`config.mk`:
```
export PLATFORM = sky130hd
export DESIGN_NAME = sgi_dispatch
export DESIGN_NICKNAME = d
export VERILOG_FILES = /design/src/rtl/sgi_pkg.sv /design/src/rtl/sgi_target_match.sv /design/src/rtl/sgi_scan_seq.sv /design/src/rtl/sgi_dispatch.sv
export SDC_FILE = /design/constraint.sdc
export NUM_CORES = 1
export LEC_CHECK = 0
export BUFFER_PORTS_ARGS = -buffer_cell sky130_fd_sc_hd__buf_2
export CAP_MARGIN = 40
export CORE_AREA = 2 2 181 183
export DETAILED_ROUTE_END_ITERATION = 7
export DIE_AREA = 0 0 183 185
export GPL_TIMING_DRIVEN = 1
export PLACE_DENSITY_LB_ADDON = 0.25
export SLEW_MARGIN = 20
export SYNTH_ARGS = -nofsm -noshare
export SYNTH_HDL_FRONTEND = slang
export SYNTH_SLANG_ARGS = --single-unit
```
`constraint.sdc`:
```
create_clock -name clk -period 5.75 [get_ports clk]
set_input_delay 0.575 -clock clk [delete_from_list [all_inputs] [get_ports clk]]
set_output_delay 0.575 -clock clk [all_outputs]
set_load 0.1 [all_outputs]
```
`src/rtl/sgi_pkg.sv`:
```
package sgi_pkg;

  localparam int MASK_W = 16;
  localparam int ID_W   = 4;
  localparam int AFF_W  = 8;
  localparam int SLICE_W = 4 * AFF_W;

  typedef struct packed {
    logic [ID_W-1:0]   id;
    logic              bcast;
    logic [MASK_W-1:0] mask;
    logic [AFF_W-1:0]  a1;
    logic [AFF_W-1:0]  a2;
    logic [AFF_W-1:0]  a3;
  } sgi_req_t;

  function automatic sgi_req_t decode_req(input logic [63:0] w);
    sgi_req_t r;
    r.id    = w[27:24];
    r.bcast = w[40];
    r.mask  = w[15:0];
    r.a1    = w[23:16];
    r.a2    = w[39:32];
    r.a3    = w[55:48];
    return r;
  endfunction

endpackage

```
`src/rtl/sgi_target_match.sv`:
```
module sgi_target_match
  import sgi_pkg::*;
#(
  parameter int IDX_W = 3
) (
  input  sgi_req_t            req,
  input  logic [MASK_W-1:0]   work_mask,
  input  logic [IDX_W-1:0]    src_idx,
  input  logic [IDX_W-1:0]    cur_idx,
  input  logic [SLICE_W-1:0]  aff,
  input  logic                grp1_bit,
  input  logic                grp1_ok,
  output logic                deliver,
  output logic [MASK_W-1:0]   clr_mask
);
  logic [AFF_W-1:0] a0, a1, a2, a3;
  logic             l0_in_range, upper_eq, dir_hit, bc_hit;

  assign a0 = aff[AFF_W-1:0];
  assign a1 = aff[2*AFF_W-1:AFF_W];
  assign a2 = aff[3*AFF_W-1:2*AFF_W];
  assign a3 = aff[4*AFF_W-1:3*AFF_W];

  assign l0_in_range = (a0[AFF_W-1:4] == '0);
  assign upper_eq    = (a1 == req.a1) && (a2 == req.a2) && (a3 == req.a3);

  always_comb begin
    dir_hit  = !req.bcast && upper_eq && l0_in_range && work_mask[a0[3:0]];
    bc_hit   = req.bcast && (cur_idx != src_idx);
    clr_mask = dir_hit ? (MASK_W'(1) << a0[3:0]) : '0;
    deliver  = (dir_hit || bc_hit) && (!grp1_bit || grp1_ok);
  end
endmodule

```
`src/rtl/sgi_scan_seq.sv`:
```
module sgi_scan_seq #(
  parameter int NCORE = 8,
  parameter int IDX_W = 3
) (
  input  logic             clk,
  input  logic             rst,
  input  logic             start,
  input  logic             finish,
  output logic             busy,
  output logic [IDX_W-1:0] idx,
  output logic             at_last
);
  localparam logic [IDX_W-1:0] LAST = IDX_W'(NCORE - 1);

  assign at_last = (idx == LAST);

  always_ff @(posedge clk) begin
    if (rst) begin
      busy <= 1'b0;
      idx  <= '0;
    end else if (!busy) begin
      if (start) begin
        busy <= 1'b1;
        idx  <= '0;
      end
    end else if (finish) begin
      busy <= 1'b0;
    end else begin
      idx <= idx + IDX_W'(1);
    end
  end
endmodule

```
`src/rtl/sgi_dispatch.sv`:
```
module sgi_dispatch
  import sgi_pkg::*;
#(
  parameter int NCORE = 8,
  localparam int IDX_W = (NCORE > 1) ? $clog2(NCORE) : 1
) (
  input  logic                     clk,
  input  logic                     rst,
  input  logic                     req_valid,
  input  logic [63:0]              req_word,
  input  logic [IDX_W-1:0]         req_src,
  input  logic                     req_grp1_ok,
  input  logic [NCORE*SLICE_W-1:0] core_aff,
  input  logic [NCORE*MASK_W-1:0]  core_grp1,
  output logic                     busy,
  output logic                     done,
  output logic [NCORE-1:0]         pend_set,
  output logic [ID_W-1:0]          pend_id
);
  sgi_req_t           req_q;
  logic [MASK_W-1:0]  mask_q, mask_nx, clr_mask;
  logic [IDX_W-1:0]   src_q, idx;
  logic               grp1_q, bcast_q;
  logic               accept, at_last, finish, deliver;
  logic [SLICE_W-1:0] cur_aff;
  logic [MASK_W-1:0]  cur_grp;

  assign accept  = req_valid && !busy;
  assign bcast_q = req_q.bcast;
  assign cur_aff = core_aff[idx*SLICE_W +: SLICE_W];
  assign cur_grp = core_grp1[idx*MASK_W +: MASK_W];
  assign mask_nx = mask_q & ~clr_mask;
  assign finish  = busy && (at_last || (!bcast_q && mask_nx == '0));

  sgi_scan_seq #(.NCORE(NCORE), .IDX_W(IDX_W)) u_seq (
    .clk(clk), .rst(rst), .start(accept), .finish(finish),
    .busy(busy), .idx(idx), .at_last(at_last)
  );

  sgi_target_match #(.IDX_W(IDX_W)) u_match (
    .req(req_q), .work_mask(mask_q), .src_idx(src_q), .cur_idx(idx),
    .aff(cur_aff), .grp1_bit(cur_grp[req_q.id]), .grp1_ok(grp1_q),
    .deliver(deliver), .clr_mask(clr_mask)
  );

  always_ff @(posedge clk) begin
    if (rst) begin
      req_q  <= '0;
      mask_q <= '0;
      src_q  <= '0;
      grp1_q <= 1'b0;
    end else if (accept) begin
      req_q  <= decode_req(req_word);
      mask_q <= decode_req(req_word).mask;
      src_q  <= req_src;
      grp1_q <= req_grp1_ok;
    end else if (busy) begin
      mask_q <= mask_nx;
    end
  end

  always_ff @(posedge clk) begin
    if (rst) begin
      done     <= 1'b0;
      pend_set <= '0;
      pend_id  <= '0;
    end else begin
      done     <= finish;
      pend_set <= (busy && deliver) ? (NCORE'(1) << idx) : '0;
      pend_id  <= req_q.id;
    end
  end
endmodule

```
==> impl_results.html, run 1 <==
<table>
<tr><th>Metric</th><th>Value</th></tr>
<tr><th colspan="2">Cells and area</th></tr>
<tr><td>Area used by multi-input combinational logic</td><td>roughly 4500 sq um</td></tr>
<tr><td>Layout Nets</td><td>about 1500</td></tr>
<tr><td>Area delta synth-&gt;final</td><td>48.3%</td></tr>
<tr><td>Number of filler cells placed in the layout</td><td>~3500</td></tr>
<tr><td>Most frequent standard cell in the layout excluding fill and tap cells</td><td>sky130_fd_sc_hd__buf_2</td></tr>
<tr><td>Layout cells sized above 1</td><td>a little over half</td></tr>
<tr><td>Non-filler instance count after layout</td><td>about 1500</td></tr>
<tr><td>Sequential cell area</td><td>~1300 sq um</td></tr>
<tr><td>Most used cells in the layout excluding fill and tap cells</td><td>449 x sky130_fd_sc_hd__buf_2, 114 x sky130_fd_sc_hd__nand2_1, 77 x sky130_fd_sc_hd__mux4_2</td></tr>
<tr><th colspan="2">Pwr</th></tr>
<tr><td>Overall Power</td><td>roughly 1700 uW</td></tr>
<tr><td>P per Cell Area</td><td>~190 nW/um^2</td></tr>
<tr><td>Peak VDD IR</td><td>119 uV</td></tr>
<tr><td>Lkg Pwr</td><td>0.00395 uW</td></tr>
<tr><th colspan="2">Floorplanning</th></tr>
<tr><td>Core Footprint</td><td>~32000 sq um</td></tr>
<tr><td>Rows</td><td>between 60 and 70</td></tr>
<tr><td>DIE AREA</td><td>approximately 34000 sq um</td></tr>
<tr><td>Die Span X</td><td>between 150 and 200 um</td></tr>
<tr><td>I/O pin count</td><td>469</td></tr>
<tr><td>Initial Utilization</td><td>between 15 and 20%</td></tr>
<tr><td>Die height</td><td>185 um</td></tr>
<tr><th colspan="2">Global route</th></tr>
<tr><td>Maximum number of pins on one net before global-route repair</td><td>between 60 and 70</td></tr>
<tr><td>Global-route wire length before repair</td><td>~44 mm</td></tr>
<tr><td>Vias in the first global route</td><td>slightly above 7000</td></tr>
<tr><td>Number of antenna violations at the first check in global routing</td><td>9</td></tr>
<tr><td>Global-route total usage across every layer</td><td>around 18%</td></tr>
<tr><td>Global route overflow</td><td>0</td></tr>
<tr><th colspan="2">Clock network</th></tr>
<tr><td>TritonCTS Buffers</td><td>9</td></tr>
<tr><td>Count of hold buffers inserted by post-cts repair</td><td>0</td></tr>
<tr><td>CTS sink cnt</td><td>between 60 and 70</td></tr>
<tr><td>CTS H-Tree Depth</td><td>3</td></tr>
<tr><td>Later-pin clock latency in the skew report</td><td>between 300 and 400 ps</td></tr>
<tr><td>Post-cts resize count</td><td>0</td></tr>
<tr><td>Root buf cell</td><td>sky130_fd_sc_hd__clkbuf_16</td></tr>
<tr><td>Maximum clock insertion buffer count</td><td>2</td></tr>
<tr><td>Clock tree from TritonCTS</td><td>built</td></tr>
<tr><td>Clock-pin slew on the worst setup and hold paths</td><td>about 60 ps</td></tr>
<tr><td>Buffer count from post-CTS setup fixing</td><td>0</td></tr>
<tr><th colspan="2">Critical path</th></tr>
<tr><td>Data arrival time of the critical path</td><td>slightly below 5000 ps</td></tr>
<tr><td>CP Max Fanout</td><td>26</td></tr>
<tr><td>Slowest cell delay on critical path</td><td>720 ps</td></tr>
<tr><td>Crit end category</td><td>flop</td></tr>
<tr><td>Data required time at the worst endpoint</td><td>around 6000 ps</td></tr>
<tr><td>Library cell appearing most often on the critical path</td><td>sky130_fd_sc_hd__nor3_1</td></tr>
<tr><td>Crit path kind</td><td>flop to flop</td></tr>
<tr><td>Cell-by-cell listing of the critical path</td><td>buf_12 -&gt; mux4_2 -&gt; mux2i_1 -&gt; xnor2_1 -&gt; nor3_1 -&gt; nand4_2 -&gt; nor3_1 -&gt; o21ai_0 -&gt; a211oi_1 -&gt; a211oi_2 -&gt; mux2_4</td></tr>
<tr><td>Startpoint type of the worst setup path</td><td>flop</td></tr>
<tr><td>Cell with the largest stage delay on the worst path</td><td>sky130_fd_sc_hd__nor3_1</td></tr>
<tr><th colspan="2">Synthesis</th></tr>
<tr><td>Number of enable-type register cells in the synthesized netlist</td><td>0</td></tr>
<tr><td>Async set-or-reset flop fraction in the synthesized netlist</td><td>0%</td></tr>
<tr><td>Number of distinct library cells after synthesis</td><td>58</td></tr>
<tr><td>Proportion of synthesized chip area in sequential cells</td><td>21.5%</td></tr>
<tr><td>Top_reg_cell synth</td><td>sky130_fd_sc_hd__dfxtp_1</td></tr>
<tr><td>Post-synthesis instance area</td><td>between 6000 and 7000 sq um</td></tr>
<tr><td>Net count after synthesis</td><td>around 1100</td></tr>
<tr><td>Yosys synthesis warning count</td><td>0</td></tr>
<tr><td>Synth Instances</td><td>approximately 640</td></tr>
<tr><td>Average cell area after synthesis</td><td>9.56 sq um</td></tr>
<tr><td>#FFs+latches synth</td><td>66</td></tr>
<tr><th colspan="2">Timing</th></tr>
<tr><td>Fin. max-slew vios</td><td>0</td></tr>
<tr><td>Setup repair after global routing missed its margin</td><td>false</td></tr>
<tr><td>Setup_tns</td><td>0 ps</td></tr>
<tr><td>Slew @ Worst Pin</td><td>between 700 and 800 ps</td></tr>
<tr><td>Setup violations, final</td><td>0</td></tr>
<tr><td>Final min period</td><td>4740 ps</td></tr>
<tr><td>Maximum clock frequency</td><td>211 MHz</td></tr>
<tr><td>Max-Slew Margin vs Limit</td><td>about half</td></tr>
<tr><td>Worst setup skew after layout</td><td>~4.0 ps</td></tr>
<tr><td>Final Cycle Share</td><td>just over 80%</td></tr>
<tr><td>Final Hold Fails</td><td>0</td></tr>
<tr><th colspan="2">Drt</th></tr>
<tr><td>Wirelength per Cell</td><td>20.5 um</td></tr>
<tr><td>Drt pass-1 iters</td><td>5</td></tr>
<tr><td>Total via count after detailed routing</td><td>6963</td></tr>
<tr><td>First-iteration detailed-routing DRC count</td><td>slightly above 300</td></tr>
<tr><td>Antenna-violating nets left</td><td>0</td></tr>
<tr><td>Average vias per placed instance</td><td>about 4.7</td></tr>
<tr><td>DRC violation count after routing</td><td>0</td></tr>
<tr><td>Wire length after detailed routing</td><td>approximately 30 mm</td></tr>
<tr><th colspan="2">Place</th></tr>
<tr><td>Detail Placement HPWL</td><td>roughly 26 mm</td></tr>
<tr><td>Buffers added on ports</td><td>between 400 and 500</td></tr>
<tr><td>Cell Count Post-Placement</td><td>about 1500</td></tr>
<tr><td>Gp weighted congestion</td><td>a little under 0.9</td></tr>
<tr><th colspan="2">Hold path</th></tr>
<tr><td>HP Class</td><td>flop to flop</td></tr>
<tr><th colspan="2">Run</th></tr>
<tr><td>MaxCap Viol Count</td><td>0</td></tr>
<tr><th colspan="2">Status</th></tr>
<tr><td>Run status</td><td>completed</td></tr>
</table>
[area by class of cell]
class	instances	share of cell area [%]
multi-input combinational	519	49.5
clock buffer	10	2.74
timing repair buffer	465	26.4
antenna	4	0.110
inverter	10	0.411
sequential	66	14.6
clock inverter	6	0.603
tap	408	5.59
[stage by stage]
stage | instance area, sq um | hold slack, ps | utilization [%] | setup slack (ps)
2_1_floorplan | 6160 | 436 | - | 2180
3_5_place_dp | 8810 | 457 | 27.5 | 852
3_3_place_gp | 8760 | 453 | 27.4 | 635
5_1_grt | 9130 | 458 | 28.5 | 534
6_report | 9130 | 465 | 28.5 | 1010
4_1_cts | 9120 | 453 | 28.5 | 841
[Yosys cell counts (5+ instances only)]
cell type                    n  area, sq um
sky130_fd_sc_hd__nand2_1   115          432
sky130_fd_sc_hd__mux4_2     77         1730
sky130_fd_sc_hd__a21oi_1    66          330
sky130_fd_sc_hd__dfxtp_1    66         1320
sky130_fd_sc_hd__mux2i_1    63          631
sky130_fd_sc_hd__nor2_1     26         97.6
sky130_fd_sc_hd__clkbuf_1   22         82.6
sky130_fd_sc_hd__a22oi_1    20          150
sky130_fd_sc_hd__nand3_1    14         70.1
sky130_fd_sc_hd__o21ai_0    14         70.1
sky130_fd_sc_hd__xnor2_1    13          114
sky130_fd_sc_hd__buf_4      10         75.1
sky130_fd_sc_hd__nor2b_1    10         62.6
sky130_fd_sc_hd__nor3_1     10         50.1
sky130_fd_sc_hd__nor4_1     10         62.6
sky130_fd_sc_hd__buf_2       9         45.0
sky130_fd_sc_hd__inv_1       9         33.8
sky130_fd_sc_hd__buf_6       7         78.8
sky130_fd_sc_hd__and3_1      6         37.5
sky130_fd_sc_hd__or3_1       6         37.5
sky130_fd_sc_hd__and2_1      5         31.3
sky130_fd_sc_hd__ha_1        5         62.6
sky130_fd_sc_hd__xor2_1      5         43.8
[where the power goes]
group          total (uW)  switching (uW)  leakage [uW]  internal (uW)
Sequential            521            39.2      0.000542            482
Combinational         605             284       0.00325            321
Clock                 572             245      0.000151            327
[final timing paths]
path                                  start                        end  slack [ps]  cells past startpoint
setup / recovery  u_seq.idx[0]$_SDFFE_PP0P_  u_seq.idx[0]$_SDFFE_PP0P_        1010                     11
setup reg to reg  u_seq.idx[0]$_SDFFE_PP0P_  u_seq.idx[0]$_SDFFE_PP0P_        1010                     11
hold reg to reg       req_q[8]$_SDFFE_PP0P_      req_q[8]$_SDFFE_PP0P_         470                      2
hold / removal        req_q[8]$_SDFFE_PP0P_      req_q[8]$_SDFFE_PP0P_         470                      2
[per-layer routing]
metal  global-route usage, %  wire length, um  vias to the layer above
met5                       0               23                        -
met2                    30.4            15200                      258
li1                        -                -                     3329
met4                    3.97              421                        4
met1                    22.1            12900                     3342
met3                    4.07             1890                       30
[logic make-up (layout without fill, tap and decap cells)]
group	after synthesis	in the layout	synth area share [%]
AND/OR/NAND/NOR	221	221	16.8
multiplexers	142	142	39.1
AO/OA/AOI/OAI	133	133	13.8
flip-flops	66	66	21.5
buffers and inverters	59	491	5.24
XOR/XNOR	18	18	2.56
adder cells (fa/ha/maj)	5	5	1.02
other	0	4	0
[sequential cells by signal (all words and copies together), names as in the netlist, 3 cells and up]
| register | cells |
|---|---|
| src_q | 3 |
| mask_q | 16 |
| u_seq.idx | 3 |
| pend_set | 8 |
| req_q | 28 |
| pend_id | 4 |
[critical path, delay by kind of cell (launching register included)]
kind,cells,cell delay (ps)
DFF,1,670
and+or+nand+nor,3,1520
muxes,3,1120
AOI/OAI and AO/OA,3,890
buffers and inverters,1,280
xor gates and xnor gates,1,100
Note: power is estimated with default switching activity, not from simulation.
==> run 2: changes to the inputs <==
--- a/config.mk
+++ b/config.mk
@@ -5,11 +5,12 @@
 export SDC_FILE = /design/constraint.sdc
 export NUM_CORES = 1
 export LEC_CHECK = 0
+export ABC_AREA = 1
 export BUFFER_PORTS_ARGS = -buffer_cell sky130_fd_sc_hd__buf_2
 export CAP_MARGIN = 40
-export CORE_AREA = 2 2 181 183
+export CORE_AREA = 2 2 184 186
 export DETAILED_ROUTE_END_ITERATION = 7
-export DIE_AREA = 0 0 183 185
+export DIE_AREA = 0 0 186 188
 export GPL_TIMING_DRIVEN = 1
 export PLACE_DENSITY_LB_ADDON = 0.25
 export SLEW_MARGIN = 20
==> constraint.sdc (replaced) <==
create_clock -name clk -period 4.43 [get_ports clk]
set_input_delay 0.443 -clock clk [delete_from_list [all_inputs] [get_ports clk]]
set_output_delay 0.443 -clock clk [all_outputs]
set_load 0.1 [all_outputs]
==> run 2 against run 1 <==
  * Global-route usage up 1.5 points
  * Maximum frequency increased by 29%
  * Clock power is 34% higher
  * Worst hold slack got worse by 140 ps
  * Die area rose by 3.3%
  * Critical path depth grew 10
  * Sequential share of layout area down 1.6 points
  * First-iteration DRC count is 59% higher
  * Synthesized area up 22%
  * Critical endpoint unchanged
  * Highest routed layer unchanged
==> impl_results.html, run 2 <==
<table>
<tr><th>Metric</th><th>Value</th></tr>
<tr><th colspan="2">Pwr</th></tr>
<tr><td>Lkg Pwr</td><td>roughly 0.0058 uW</td></tr>
<tr><td>Peak VDD IR</td><td>between 100 and 150 uV</td></tr>
<tr><td>P per Cell Area</td><td>around 240 nW/um^2</td></tr>
<tr><th colspan="2">Clock network</th></tr>
<tr><td>CTS H-Tree Depth</td><td>3</td></tr>
<tr><td>Count of hold buffers inserted by post-cts repair</td><td>0</td></tr>
<tr><td>Post-cts resize count</td><td>0</td></tr>
<tr><td>TritonCTS Buffers</td><td>9</td></tr>
<tr><td>Root buf cell</td><td>sky130_fd_sc_hd__clkbuf_16</td></tr>
<tr><td>Buffer count from post-CTS setup fixing</td><td>0</td></tr>
<tr><td>CTS sink cnt</td><td>66</td></tr>
<tr><td>Maximum clock insertion buffer count</td><td>2</td></tr>
<tr><td>Clock tree from TritonCTS</td><td>built</td></tr>
<tr><td>Later-pin clock latency in the skew report</td><td>about 340 ps</td></tr>
<tr><td>Clock-pin slew on the worst setup and hold paths</td><td>approximately 70 ps</td></tr>
<tr><th colspan="2">Synthesis</th></tr>
<tr><td>Proportion of synthesized chip area in sequential cells</td><td>17.5%</td></tr>
<tr><td>Async set-or-reset flop fraction in the synthesized netlist</td><td>0%</td></tr>
<tr><td>#FFs+latches synth</td><td>between 60 and 70</td></tr>
<tr><td>Synth Instances</td><td>approximately 1500</td></tr>
<tr><td>Most common library cells after synthesis</td><td>438 x sky130_fd_sc_hd__nand2_1, 217 x sky130_fd_sc_hd__nor2_1, 203 x sky130_fd_sc_hd__inv_1, 167 x sky130_fd_sc_hd__nand3_1, 136 x sky130_fd_sc_hd__o21ai_0</td></tr>
<tr><td>Net count after synthesis</td><td>about 1900</td></tr>
<tr><td>Most common cell in the synthesized netlist</td><td>sky130_fd_sc_hd__nand2_1</td></tr>
<tr><td>Average cell area after synthesis</td><td>a little over 5 sq um</td></tr>
<tr><td>Yosys synthesis warning count</td><td>0</td></tr>
<tr><td>Most area-consuming cells after synthesis</td><td>sky130_fd_sc_hd__nand2_1 22%, sky130_fd_sc_hd__dfxtp_1 18%, sky130_fd_sc_hd__nand3_1 11%, sky130_fd_sc_hd__nor2_1 11%, sky130_fd_sc_hd__inv_1 10%</td></tr>
<tr><td>Library cell with the largest summed area after synthesis</td><td>sky130_fd_sc_hd__nand2_1</td></tr>
<tr><td>Area share of the largest cell type after synthesis</td><td>between 20% and 30%</td></tr>
<tr><td>Post-synthesis instance area</td><td>7540 sq um</td></tr>
<tr><td>Number of enable-type register cells in the synthesized netlist</td><td>0</td></tr>
<tr><td>Number of distinct library cells after synthesis</td><td>38</td></tr>
<tr><td>Top_reg_cell synth</td><td>sky130_fd_sc_hd__dfxtp_1</td></tr>
<tr><th colspan="2">Place</th></tr>
<tr><td>Detail Placement HPWL</td><td>about 27 mm</td></tr>
<tr><td>Buffers added on ports</td><td>~450</td></tr>
<tr><td>Gp weighted congestion</td><td>approximately 0.9</td></tr>
<tr><td>Post-placement worst setup slack</td><td>668 ps</td></tr>
<tr><td>Cell Count Post-Placement</td><td>between 2000 and 2500</td></tr>
<tr><th colspan="2">Global route</th></tr>
<tr><td>Global-route wire length before repair</td><td>between 50 and 60 mm</td></tr>
<tr><td>Global-route total usage across every layer</td><td>between 10% and 20%</td></tr>
<tr><td>Global route overflow</td><td>0</td></tr>
<tr><td>Maximum number of pins on one net before global-route repair</td><td>112</td></tr>
<tr><td>Vias in the first global route</td><td>9932</td></tr>
<tr><td>Number of antenna violations at the first check in global routing</td><td>4</td></tr>
<tr><th colspan="2">Critical path</th></tr>
<tr><td>Crit path kind</td><td>flop to flop</td></tr>
<tr><td>Critical path's top delay family</td><td>simple AND/OR/NAND/NOR gates</td></tr>
<tr><td>Slowest cell delay on critical path</td><td>between 400 and 500 ps</td></tr>
<tr><td>Total stage count of the critical path</td><td>21</td></tr>
<tr><td>Data arrival time of the critical path</td><td>3970 ps</td></tr>
<tr><td>Cell-by-cell listing of the critical path</td><td>inv_6 -&gt; o21ai_0 -&gt; o22ai_1 -&gt; inv_1 -&gt; o21ai_1 -&gt; inv_1 -&gt; nand3_2 -&gt; nand2_1 -&gt; inv_2 -&gt; nand3_1 -&gt; nand2_1 -&gt; nand2_1 -&gt; inv_2 -&gt; nand2_1 -&gt; nor2_2 -&gt; nand2_2 -&gt; nand2_1 -&gt; nand2_1 -&gt; nand2_1 -&gt; nor2_1 -&gt; nor2_2</td></tr>
<tr><td>Library cell appearing most often on the critical path</td><td>sky130_fd_sc_hd__nand2_1</td></tr>
<tr><td>Data required time at the worst endpoint</td><td>~4700 ps</td></tr>
<tr><td>Startpoint type of the worst setup path</td><td>flop</td></tr>
<tr><td>Critical path buffer and inverter count</td><td>5</td></tr>
<tr><td>Cell with the largest stage delay on the worst path</td><td>sky130_fd_sc_hd__inv_6</td></tr>
<tr><td>CP Max Fanout</td><td>~110</td></tr>
<tr><td>Crit end category</td><td>flop</td></tr>
<tr><td>Count of cells along the worst register-to-register path</td><td>21</td></tr>
<tr><th colspan="2">Timing</th></tr>
<tr><td>Final Cycle Share</td><td>83.3%</td></tr>
<tr><td>Final hold slack</td><td>329 ps</td></tr>
<tr><td>Setup violations, final</td><td>0</td></tr>
<tr><td>Slew @ Worst Pin</td><td>900 ps</td></tr>
<tr><td>Smallest setup slack after layout</td><td>739 ps</td></tr>
<tr><td>Worst setup skew after layout</td><td>~11 ps</td></tr>
<tr><td>Setup_tns</td><td>0 ps</td></tr>
<tr><td>Final Hold Fails</td><td>0</td></tr>
<tr><td>Fin. max-slew vios</td><td>0</td></tr>
<tr><td>Maximum clock frequency</td><td>around 270 MHz</td></tr>
<tr><td>Setup repair after global routing missed its margin</td><td>false</td></tr>
<tr><td>Final min period</td><td>3690 ps</td></tr>
<tr><td>Max-Slew Margin vs Limit</td><td>~40%</td></tr>
<tr><th colspan="2">Status</th></tr>
<tr><td>Run status</td><td>completed</td></tr>
<tr><th colspan="2">Floorplanning</th></tr>
<tr><td>Die height</td><td>188 um</td></tr>
<tr><td>I/O pin count</td><td>roughly 470</td></tr>
<tr><td>Die Span X</td><td>~190 um</td></tr>
<tr><td>Core Footprint</td><td>around 33000 sq um</td></tr>
<tr><td>Initial Utilization</td><td>22.8%</td></tr>
<tr><td>DIE AREA</td><td>about 35000 sq um</td></tr>
<tr><td>Rows</td><td>67</td></tr>
<tr><th colspan="2">Cells and area</th></tr>
<tr><td>Non-filler instance count after layout</td><td>2301</td></tr>
<tr><td>Layout Nets</td><td>roughly 2300</td></tr>
<tr><td>Largest register by flop count</td><td>req_q</td></tr>
<tr><td>Area delta synth-&gt;final</td><td>36.5%</td></tr>
<tr><td>Registers with the most flip-flops</td><td>req_q (28), mask_q (16), pend_set (8)</td></tr>
<tr><td>Layout cells sized above 1</td><td>between 20% and 30%</td></tr>
<tr><td>Number of filler cells placed in the layout</td><td>slightly below 4000</td></tr>
<tr><td>Most frequent standard cell in the layout excluding fill and tap cells</td><td>sky130_fd_sc_hd__buf_2</td></tr>
<tr><td>Most used cells in the layout excluding fill and tap cells</td><td>449 x sky130_fd_sc_hd__buf_2, 438 x sky130_fd_sc_hd__nand2_1, 216 x sky130_fd_sc_hd__nor2_1</td></tr>
<tr><td>Max FFs per register</td><td>28</td></tr>
<tr><th colspan="2">Drt</th></tr>
<tr><td>Wirelength per Cell</td><td>~15 um</td></tr>
<tr><td>DRC violation count after routing</td><td>0</td></tr>
<tr><td>Antenna-violating nets left</td><td>0</td></tr>
<tr><td>Average vias per placed instance</td><td>about 4.5</td></tr>
<tr><td>Wire length after detailed routing</td><td>approximately 35 mm</td></tr>
<tr><td>Drt pass-1 iters</td><td>5</td></tr>
<tr><td>Total via count after detailed routing</td><td>slightly above 10000</td></tr>
<tr><td>First-iteration detailed-routing DRC count</td><td>483</td></tr>
<tr><th colspan="2">Hold path</th></tr>
<tr><td>Cells on Worst Hold Path</td><td>3</td></tr>
<tr><td>HP Class</td><td>primary input to flop</td></tr>
<tr><th colspan="2">Run</th></tr>
<tr><td>MaxCap Viol Count</td><td>0</td></tr>
</table>
run 2: cell count changes after synthesis, sizes merged, moves of 16 or more:
cell    delta
o21ai    +133
nand3    +157
mux2i     -63
inv      +201
a22oi     -20
mux4      -78
o22ai     +38
clkbuf    +16
nand2    +325
buf       +26
a21oi     -43
nor2     +194
run 2: final cells by class:
cell class              instances  area [sq um]  area share [%]
clock inverters                 7          83.8           0.815
inverters                     211           797            7.75
clock buffers                   9           225            2.19
diodes                          3          7.51          0.0730
repair buffers                469          2420            23.5
well taps                     448           561            5.45
multi-input cells            1088          4860            47.3
flip-flops and latches         66          1330            12.9
run 2: cells by family (layout without fill, tap and decap cells):
group / Yosys count / count (layout) / synth area share (%)
flip-flops: 66 / 66 / 17.5
adder cells (fa/ha/maj): 5 / 5 / 0.830
AO/OA/AOI/OAI: 232 / 232 / 17.0
buffers and inverters: 302 / 696 / 18.0
AND/OR/NAND/NOR: 850 / 850 / 46.5
other: 0 / 3 / 0
XOR/XNOR: 1 / 1 / 0.116
run 2: layer usage:
layer	track usage, %	routed length (um)	up-vias
li1	-	-	5367
met1	22.0	14400	4537
met2	34.9	17000	362
met3	3.63	2420	42
met4	5.81	783	2
met5	0	13	-
run 2: power by group:
part	switching [uW]	leakage (uW)	internal, uW
clock network	318	0.000149	447
registers	38.5	0.000545	634
logic	663	0.00509	415
run 2: through the flow:
step	instance area [sq um]	total power, uW	util (%)
3_3_place_gp	9950	1770	30.1
4_1_cts	10300	2570	31.0
3_5_place_dp	9970	1770	30.1
2_1_floorplan	7540	1410	-
6_report	10300	2510	31.1
5_1_grt	10300	2730	31.1
run 2: final timing paths:
check	slack, ps	start	end
setup / recovery	740	u_seq.idx[0]$_SDFFE_PP0P_	u_seq.idx[0]$_SDFFE_PP0P_
hold / removal	330	req_word[53]	req_q[5]$_SDFFE_PP0P_
setup reg to reg	740	u_seq.idx[0]$_SDFFE_PP0P_	u_seq.idx[0]$_SDFFE_PP0P_
hold reg to reg	460	grp1_q$_SDFFE_PP0P_	grp1_q$_SDFFE_PP0P_
run 2: tightest hold or removal path, cell delays in order:
cell and delay [ps]:
sky130_fd_sc_hd__buf_2 80, sky130_fd_sc_hd__nor2_1 40, sky130_fd_sc_hd__nor2_1 80
